$ cat src/rtl/rank_pwr_pkg.sv
package rank_pwr_pkg;
  typedef enum logic [2:0] {
    PS_ACTIVE  = 3'd0,
    PS_ACT_PDN = 3'd1,
    PS_PRE_PDN = 3'd2,
    PS_REFRESH = 3'd3,
    PS_SREF    = 3'd4
  } pwr_state_e;
endpackage

$ cat src/rtl/rank_evt_cnt.sv
module rank_evt_cnt #(
  parameter int CNT_W = 4
) (
  input  logic             clk,
  input  logic             rst_n,
  input  logic             sched,
  input  logic             done,
  output logic [CNT_W-1:0] cnt_q,
  output logic [CNT_W-1:0] cnt_nxt
);
  localparam logic [CNT_W-1:0] CMAX = {CNT_W{1'b1}};

  always_comb begin
    cnt_nxt = cnt_q;
    if (sched && !done && cnt_q != CMAX) cnt_nxt = cnt_q + 1'b1;
    else if (done && !sched && cnt_q != '0) cnt_nxt = cnt_q - 1'b1;
  end

  always_ff @(posedge clk or negedge rst_n) begin
    if (!rst_n) cnt_q <= '0;
    else        cnt_q <= cnt_nxt;
  end

  AST_CNT_HOLD: assert property (@(posedge clk) disable iff (!rst_n)
    (sched && done) |=> $stable(cnt_q));
  AST_CNT_FLOOR: assert property (@(posedge clk) disable iff (!rst_n)
    (cnt_q == '0 && done && !sched) |=> (cnt_q == '0));
endmodule

$ cat src/rtl/rank_xit_timer.sv
module rank_xit_timer #(
  parameter int XIT_LAT = 3
) (
  input  logic clk,
  input  logic rst_n,
  input  logic start,
  output logic busy
);
  localparam int XW = $clog2(XIT_LAT + 1);
  localparam logic [XW-1:0] LOADV = XW'(XIT_LAT);

  logic [XW-1:0] left_q;

  always_ff @(posedge clk or negedge rst_n) begin
    if (!rst_n)              left_q <= '0;
    else if (start)          left_q <= LOADV;
    else if (left_q != '0)   left_q <= left_q - 1'b1;
  end

  assign busy = (left_q != '0);

  AST_BUSY_START: assert property (@(posedge clk) disable iff (!rst_n)
    start |=> busy);
endmodule

$ cat src/rtl/rank_pwr_fsm.sv
module rank_pwr_fsm
  import rank_pwr_pkg::*;
#(
  parameter int CNT_W  = 4,
  parameter int QCNT_W = 4
) (
  input  logic              clk,
  input  logic              rst_n,
  input  logic [CNT_W-1:0]  cnt_q,
  input  logic [CNT_W-1:0]  cnt_nxt,
  input  logic              banks_closed,
  input  logic [QCNT_W-1:0] rdq_cnt,
  input  logic [QCNT_W-1:0] wrq_cnt,
  input  logic              bus_wr,
  input  logic              rd_ret,
  input  logic              pre_done,
  input  logic              ref_req,
  input  logic              ref_done,
  input  logic              acc_req,
  output pwr_state_e        st_q,
  output logic              xit_start,
  output logic              pd_enter,
  output logic              pd_exit,
  output logic              sr_enter,
  output logic              sr_exit
);
  pwr_state_e st_n, pr_q, pr_n;
  logic pe, px, se, sx;
  logic q_any, idle;

  assign q_any = (rdq_cnt != '0) || (wrq_cnt != '0);
  assign idle  = (cnt_nxt == '0) && !q_any && !acc_req;

  always_comb begin
    st_n = st_q;
    pr_n = pr_q;
    pe = 1'b0; px = 1'b0; se = 1'b0; sx = 1'b0;
    case (st_q)
      PS_ACTIVE: begin
        if (ref_req) begin
          st_n = PS_REFRESH;
          pr_n = PS_ACTIVE;
        end else if (idle && rd_ret && !banks_closed) begin
          st_n = PS_ACT_PDN;
          pe = 1'b1;
        end else if (idle && (rd_ret || pre_done) && banks_closed) begin
          st_n = PS_PRE_PDN;
          pe = 1'b1;
        end
      end
      PS_ACT_PDN, PS_PRE_PDN: begin
        if (ref_req) begin
          st_n = PS_REFRESH;
          pr_n = st_q;
          px = 1'b1;
        end else if (acc_req) begin
          st_n = PS_ACTIVE;
          px = 1'b1;
        end
      end
      PS_REFRESH: begin
        if (ref_done) begin
          case (pr_q)
            PS_ACT_PDN: begin
              st_n = PS_PRE_PDN;
              pe = 1'b1;
            end
            PS_PRE_PDN: begin
              if (q_any) begin
                st_n = PS_PRE_PDN;
                pe = 1'b1;
              end else begin
                st_n = PS_SREF;
                se = 1'b1;
              end
            end
            default: st_n = PS_ACTIVE;
          endcase
        end
      end
      PS_SREF: begin
        if ((rdq_cnt != '0) || ((wrq_cnt != '0) && bus_wr)) begin
          st_n = PS_ACTIVE;
          sx = 1'b1;
        end
      end
      default: st_n = PS_ACTIVE;
    endcase
  end

  assign xit_start = px | sx;

  always_ff @(posedge clk or negedge rst_n) begin
    if (!rst_n) begin
      st_q     <= PS_ACTIVE;
      pr_q     <= PS_ACTIVE;
      pd_enter <= 1'b0;
      pd_exit  <= 1'b0;
      sr_enter <= 1'b0;
      sr_exit  <= 1'b0;
    end else begin
      st_q     <= st_n;
      pr_q     <= pr_n;
      pd_enter <= pe;
      pd_exit  <= px;
      sr_enter <= se;
      sr_exit  <= sx;
    end
  end

  AST_ENTRY_IDLE: assert property (@(posedge clk) disable iff (!rst_n)
    (pd_enter && $past(st_q) == PS_ACTIVE) |-> (cnt_q == '0 && $past(!q_any)));
  AST_PDX_SRC: assert property (@(posedge clk) disable iff (!rst_n)
    pd_exit |-> ($past(st_q) == PS_ACT_PDN || $past(st_q) == PS_PRE_PDN));
  AST_SRX_SRC: assert property (@(posedge clk) disable iff (!rst_n)
    sr_exit |-> ($past(st_q) == PS_SREF && st_q == PS_ACTIVE));
  AST_SRE_DST: assert property (@(posedge clk) disable iff (!rst_n)
    sr_enter |-> (st_q == PS_SREF && $past(st_q) == PS_REFRESH));
endmodule

$ cat src/rtl/rank_pwr_ctrl.sv
module rank_pwr_ctrl
  import rank_pwr_pkg::*;
#(
  parameter int CNT_W   = 4,
  parameter int QCNT_W  = 4,
  parameter int XIT_LAT = 3
) (
  input  logic              clk,
  input  logic              rst_n,
  input  logic              evt_sched,
  input  logic              evt_done,
  input  logic              banks_closed,
  input  logic [QCNT_W-1:0] rdq_cnt,
  input  logic [QCNT_W-1:0] wrq_cnt,
  input  logic              bus_wr,
  input  logic              rd_ret,
  input  logic              pre_done,
  input  logic              ref_req,
  input  logic              ref_done,
  input  logic              acc_req,
  output logic              pd_enter,
  output logic              pd_exit,
  output logic              sr_enter,
  output logic              sr_exit,
  output logic              busy,
  output logic [2:0]        state
);
  logic [CNT_W-1:0] cnt_q, cnt_nxt;
  logic             xit_start;
  pwr_state_e       st_q;

  rank_evt_cnt #(.CNT_W(CNT_W)) u_cnt (
    .clk(clk), .rst_n(rst_n), .sched(evt_sched), .done(evt_done),
    .cnt_q(cnt_q), .cnt_nxt(cnt_nxt)
  );

  rank_pwr_fsm #(.CNT_W(CNT_W), .QCNT_W(QCNT_W)) u_fsm (
    .clk(clk), .rst_n(rst_n), .cnt_q(cnt_q), .cnt_nxt(cnt_nxt),
    .banks_closed(banks_closed), .rdq_cnt(rdq_cnt), .wrq_cnt(wrq_cnt),
    .bus_wr(bus_wr), .rd_ret(rd_ret), .pre_done(pre_done),
    .ref_req(ref_req), .ref_done(ref_done), .acc_req(acc_req),
    .st_q(st_q), .xit_start(xit_start), .pd_enter(pd_enter),
    .pd_exit(pd_exit), .sr_enter(sr_enter), .sr_exit(sr_exit)
  );

  rank_xit_timer #(.XIT_LAT(XIT_LAT)) u_xit (
    .clk(clk), .rst_n(rst_n), .start(xit_start), .busy(busy)
  );

  assign state = st_q;

  AST_BUSY_AFTER_EXIT: assert property (@(posedge clk) disable iff (!rst_n)
    (pd_exit || sr_exit) |-> busy);
endmodule

$ cat config.mk
export PLATFORM = sky130hd
export DESIGN_NAME = rank_pwr_ctrl
export DESIGN_NICKNAME = d
export VERILOG_FILES = /design/src/rtl/rank_pwr_pkg.sv /design/src/rtl/rank_evt_cnt.sv /design/src/rtl/rank_xit_timer.sv /design/src/rtl/rank_pwr_fsm.sv /design/src/rtl/rank_pwr_ctrl.sv
export SDC_FILE = /design/constraint.sdc
export NUM_CORES = 1
export LEC_CHECK = 0
export CAP_MARGIN = 10
export CORE_MARGIN = 2
export CORE_UTILIZATION = 40
export DETAILED_ROUTE_END_ITERATION = 8
export DONT_BUFFER_PORTS = 1
export GPL_TIMING_DRIVEN = 0
export PLACE_DENSITY = 0.59
export SLEW_MARGIN = 20
export SYNTH_ARGS = -nofsm -noshare
export SYNTH_HDL_FRONTEND = slang
export SYNTH_SLANG_ARGS = --single-unit
$ cat constraint.sdc
create_clock -name clk -period 2 [get_ports clk]
set_input_delay 0.3 -clock clk [delete_from_list [all_inputs] [get_ports clk]]
set_output_delay 0.3 -clock clk [all_outputs]
set_load 0.05 [all_outputs]
---- Word-level counts from Yosys, hierarchy flattened ----
Cells that the tools add are included.
cells by class
  add/subtract/negate cells ............... 3
  mux-type cells .......................... 33
  bitwise operators ....................... 1
  equality and inequality tests ........... 13
  reduce and logical (&&, ||, !) cells .... 30
operators by type and width
  cell                                                    number
  two-way mux 3 bit                                       10
  two-way mux 1 bit                                       14
  one-hot mux 3 bit (2 select lines)                      2
  one-hot mux 3 bit (4 select lines)                      1
  nonzero test 4 bit                                      3
  logical AND 1 bit                                       11
  equality test 3 x 2 -> 1 bit (second input constant)    3
  two-way mux 4 bit                                       2
  equality test 3 x 1 -> 1 bit (second input constant)    2
  inequality test 2 bit (second input constant)           3
  nonzero test 2 bit                                      3
  zero test 1 bit                                         5
  adder 4 x 1 -> 4 bit (second input constant)            1
  zero test 4 bit                                         1
  two-way mux 2 bit                                       2
  inequality test 4 x 2 -> 1 bit (second input constant)  1
  inequality test 4 bit (second input constant)           1
  one-hot mux 1 bit (2 select lines)                      2
  AND reduction 4 bit                                     1
  subtractor 4 x 1 -> 4 bit (second input constant)       1
  equality test 3 bit (second input constant)             1
  zero test 3 bit                                         1
  logical OR 1 bit                                        3
  inequality test 3 bit (second input constant)           1
  other kinds (5)                                         5
word-level totals
  output and inout bits ................... 8
  flip-flop bits (word level) ............. 16
  logic and storage cells ................. 88

---- Logic depth before layout (Yosys ltp) ----
  depth in word-level cells ............... 14
  gate-level depth with buffers ........... 8
  mapped depth without buffers ............ 8

---- Hierarchy ----
From an unflattened synthesis, not the netlist that was laid out.
second synthesis, totals
  cell total of the unflattened synthesis .. 115
  area total of the unflattened synthesis .. 1,084.8 µm²
modules (own cells, without submodules)
  module          cells an instance  area an instance (µm²)  instances
  rank_pwr_fsm    67                 625.6                   1
  rank_evt_cnt    37                 349.1                   1
  rank_xit_timer  11                 110.1                   1

---- Worst setup path before layout ----
Ideal clock, no wire load.
  path type ............................... reg-to-reg
  start ................................... reg u_cnt.cnt_q[0]
  end ..................................... reg u_fsm.st_q[1]
  library setup time ...................... 0.126 ns
  data arrival time ....................... 2.004 ns
  setup slack ............................. -0.130 ns
  stages on the path, launching flop included .. 7
  buffers on the path ..................... 0
  cell sequence ........................... dfrtp_1 ha_1 or4b_1 o311a_2 nor4_4 a21oi_2 o32a_1
on the way
  word-level cells in the longest chain between the ends .. 12
  elaborated cells between the ends (all ways) .. 20
  classes of those cells .................. 2 x add/sub; 2 x eq/ne; 5 x mux; 11 x reduce/logical
ends and longest elaborated chain
  element                                                                            line                 text
  from (decl)                                                                        rank_evt_cnt.sv:8    output logic [CNT_W-1:0] cnt_q,
  from (signal assigned)                                                             rank_evt_cnt.sv:21   else cnt_q <= cnt_nxt;
  parallel branches: the longest is 3 deep, another holds subtractor 4 x 1 -> 4 bit  n/a
  two-way mux 4 bit *                                                                rank_evt_cnt.sv:15   if (sched && !done && cnt_q != CMAX) cnt_nxt = cnt_q + 1'b1;
  via cnt_nxt[3]                                                                     rank_pwr_ctrl.sv:28  logic [CNT_W-1:0] cnt_q, cnt_nxt;
  zero test 4 bit *                                                                  rank_pwr_fsm.sv:32   assign idle = (cnt_nxt == '0) && !q_any && !acc_req;
  logical AND 1 bit * (2 in series)                                                  rank_pwr_fsm.sv:32
  logical AND 1 bit (2 in series)                                                    rank_pwr_fsm.sv:43   end else if (idle && rd_ret && !banks_closed) begin
  two-way mux 3 bit                                                                  rank_pwr_fsm.sv:43
  two-way mux 3 bit                                                                  rank_pwr_fsm.sv:40   if (ref_req) begin
  one-hot mux 3 bit (4 select lines)                                                 rank_pwr_fsm.sv:38   case (st_q)
  to (signal assigned)                                                               rank_pwr_fsm.sv:102  st_q <= st_n;
  to (decl)                                                                          rank_pwr_fsm.sv:20   output pwr_state_e st_q,
Mark *: on every way through the listed nets, which the timed path passes.
A chain may end at the register's enable or synchronous reset.

---- Worst setup path in the final report ----
  start ................................... reg u_cnt.cnt_q[1]
  end ..................................... reg u_fsm.st_q[1]
The elaborated chain is that of the path after synthesis.

==> out/results.tsv <==
stage	metric	value	unit
worst_setup_path	CP Data Required Time	2170	ps
yosys	ys flop type	dfrtp_1	
clock_tree	H-tree Lvls	1	
clock_tree	worst-skew pair later-pin latency	280	ps
yosys	Synth Instances	110	
power	Flop pwr share	37.2	%
sta	Pins Over Slew Limit	0	
power	LEAKAGE	0.516	nW
yosys	Cell variety after synth	38	
floorplanning	core footprint	2430	um^2
worst_setup_path	Crit Path Category	reg2reg	
job	# Max-Cap Violations	0	
worst_setup_path	Critical Path AT	2250	ps
sta	final setup fails	1	
worst_setup_path	CP endpoint kind	flip-flop	
grt	maximum number of pins on one net before global-route repair	17	
floorplanning	Die W	54.1	um
yosys	area fraction of the dominant cell type after synthesis	40.0	%
finish	design area	1230	um^2
power	Max rail drop VDD	1.07	mV
hold_path	hold_sp	ref_done	
sta	Final Hold Viols	0	
power	sw frac	43.7	%
yosys	cell area after synthesis	1000	um^2
floorplanning	Die H	54.1	um
detailed_routing	final WL	2310	um
worst_setup_path	FF-to-FF setup slack	-80	ps
hold_path	Hold Crit Depth	2	
placed_design	pre-CTS WS	-214	ps
worst_setup_path	crit-path max FO	4	
yosys	Syn Nets	132	
finish	FILL cells	228	
clock_tree	clock sink total	16	
placed_design	post-DP HPWL	1590	um
detailed_routing	1st-pass router iterations	4	
finish	Core Util, Final	50.7	%
worst_setup_path	worst r2r src	u_cnt.cnt_q[1]$_DFF_PN0_	
yosys	Post-synth EDFFs	0	
worst_setup_path	Startpoint Class	flip-flop	
grt	vias in the first global route	768	
yosys	Syn Area/Cell	9.11	um^2
placed_design	buffers added on ports	0	
floorplanning	Top Ports	27	
detailed_routing	DRC	0	
clock_tree	Root Buffer	clkbuf_4	
finish	FF+latch area	403	um^2
sta	actual slew at the worst max-slew pin	693	ps
power	Gate power share	51.5	%
worst_setup_path	slowest CP cell	or4b_4	
detailed_routing	Vias/cell	5.63	
detailed_routing	Detail Route Antenna Nets	0	
yosys	Seq/Total Area, Yosys	40.0	%
run_status	failing checks	setup timing	
power	NetSw	0.000809	W
detailed_routing	routed wire length per instance	15.2	um
clock_tree	clk buf depth	2	
worst_setup_path	Critical R2R Capture	u_fsm.st_q[1]$_DFFE_PN0P_	
clock_tree	TritonCTS clock tree	built	
placed_design	Placement Cell Area	1050	um^2
grt	total grt overflow	0	
sta	period utilization	104	%
grt	GRT Total Usage	16.7	%
worst_setup_path	CP Buf/Inv Count	0	
floorplanning	std cell rows	18	
floorplanning	full die area	2920	um^2
sta	RSZ-0062 raised after global routing	yes	
placed_design	Final Wtd Congestion	0.856	
finish	Ant. Diodes	0	
power	Pint	0.00104	W
worst_setup_path	CP peak stage delay	540	ps
hold_path	Min-Delay Endpoint	u_fsm.sr_enter$_DFF_PN0_	
grt	initial antenna violation count	0	
sta	fmax	480	MHz
worst_setup_path	Critical Path, Cell by Cell	ha_2 > or4b_4 > o311a_4 > nor4_4 > a21oi_2 > o32a_1	
yosys	asr flop ratio synth	100	%
run_status	status	finished, violations left	
hold_path	Hold Path Class	in2reg	
detailed_routing	First DRT Iteration DRCs	15	
clock_tree	CTS Buf Count	3	
sta	fin worst setup slack	-82.0	ps
yosys	Yosys reg bits	16	
clock_tree	CTS clk-pin slew, worst paths	100	ps
power	Power Dens Cells	1500	nW/um^2
yosys	Synth warnings	0	
detailed_routing	vias	855	
floorplanning	Initial Util	41.2	%
sta	Clock Skews	9.05	ps
sta	max_slew headroom	53.6	%
finish	share of cells above drive strength 1	31.1	%
worst_setup_path	worst reg-to-reg path cell count	6	
sta	Tmin final	2080	ps
grt	first-pass GRT wire length	3420	um
worst_setup_path	CP top delay family	simple AND/OR/NAND/NOR gates	
yosys	Commonest cells post-synth	dfrtp_1, nor2_1, nand2_1	
finish	synthesis-to-finish area growth	23.1	%
finish	Layout Nets	145	
yosys	top post-synthesis cells by area	dfrtp_1, nor2_1, nand2_1, ha_1, inv_1	
finish	multi-input logic area	654	um^2
power	clock power share	11.3	%
yosys	Synth area leader	dfrtp_1	
-- layout make-up --
class	instances	share of cell area, %
Clock buffer	4	2.94
Sequential cell	16	32.7
Tap cell	30	3.04
Multi-Input combinational cell	85	53.0
Inverter	7	2.13
Buffer	2	0.811
Timing Repair Buffer	8	5.38
-- registers in the layout, indices dropped and copies added, names as in the netlist --
register,cells
u_fsm.st_q,3
u_fsm.pr_q,3
u_fsm.pd_enter,1
u_cnt.cnt_q,4
u_fsm.pd_exit,1
u_xit.left_q,2
u_fsm.sr_exit,1
u_fsm.sr_enter,1
-- timing repair --
action | CTS | global route
pin swaps | 7 | 6
endpoints found under the hold margin | 16 | 0
hold buffers | 1 | 0
buffers inserted | 6 | 1
gates resized for setup | 13 | 7
endpoints found under the setup margin | 3 | 3
-- cells in the final DEF, fill, tap and decap left out, types with 3 or more instances in the layout --
master,instances
buf_4,6
nor3_1,4
dfrtp_1,14
inv_1,6
clkbuf_4,3
o21ai_0,3
xnor2_1,3
a21oi_1,3
nand3_1,3
nor2_1,16
nand2_1,11
or3_1,3
-- power groups by stage --
stage / Clock (W) / Combinational, W / Sequential, W
final: 0.000209 / 0.000955 / 0.000690
after CTS: 0.000214 / 0.000884 / 0.000684
after detailed placement: 0 / 0.000675 / 0.000684
after floorplan: 0 / 0.000567 / 0.000655
after global placement: 0 / 0.000658 / 0.000679
after global routing: 0.000235 / 0.00103 / 0.000702
-- routing by layer --
metal	track usage, %	wire length, um	up-vias
met2	28.3	1170	38
met1	20.2	986	398
met3	2.22	99	4
met4	10.0	50	0
li1	-	-	415
met5	0	0	-
-- stage by stage --
step	cells	setup TNS (ps)	power, W	hold slack (ps)
after floorplan	110	-33.1	0.00122	4.41
final	152	-82.0	0.00185	198
after global routing	152	-234	0.00197	197
after global placement	140	-239	0.00134	4.78
after detailed placement	140	-288	0.00136	4.92
after CTS	151	-71.8	0.00178	186
-- how the worst max path moves through the flow --
stage	cells past startpoint	end	startpoint
after floorplan	5	u_fsm.st_q[1]$_DFFE_PN0P_	rdq_cnt[2]
after global placement	7	u_fsm.st_q[1]$_DFFE_PN0P_	u_cnt.cnt_q[0]$_DFF_PN0_
after detailed placement	7	u_fsm.st_q[1]$_DFFE_PN0P_	u_fsm.st_q[0]$_DFFE_PN0P_
after CTS	7	u_fsm.st_q[1]$_DFFE_PN0P_	u_cnt.cnt_q[1]$_DFF_PN0_
after global routing	6	u_fsm.st_q[1]$_DFFE_PN0P_	u_cnt.cnt_q[1]$_DFF_PN0_
final	6	u_fsm.st_q[1]$_DFFE_PN0P_	u_cnt.cnt_q[1]$_DFF_PN0_
-- kinds of logic (layout without fill, tap and decap cells) --
logic type | count (synthesis) | after routing | share of synthesized area (%)
simple gates | 57 | 57 | 32.7
compound gates | 18 | 18 | 13.4
flops | 16 | 16 | 39.9
xor+xnor | 3 | 3 | 2.62
mux | 4 | 4 | 4.24
fa+ha+maj | 3 | 3 | 3.75
buf+inv | 9 | 21 | 3.37
(Power assumes the default switching activity.)
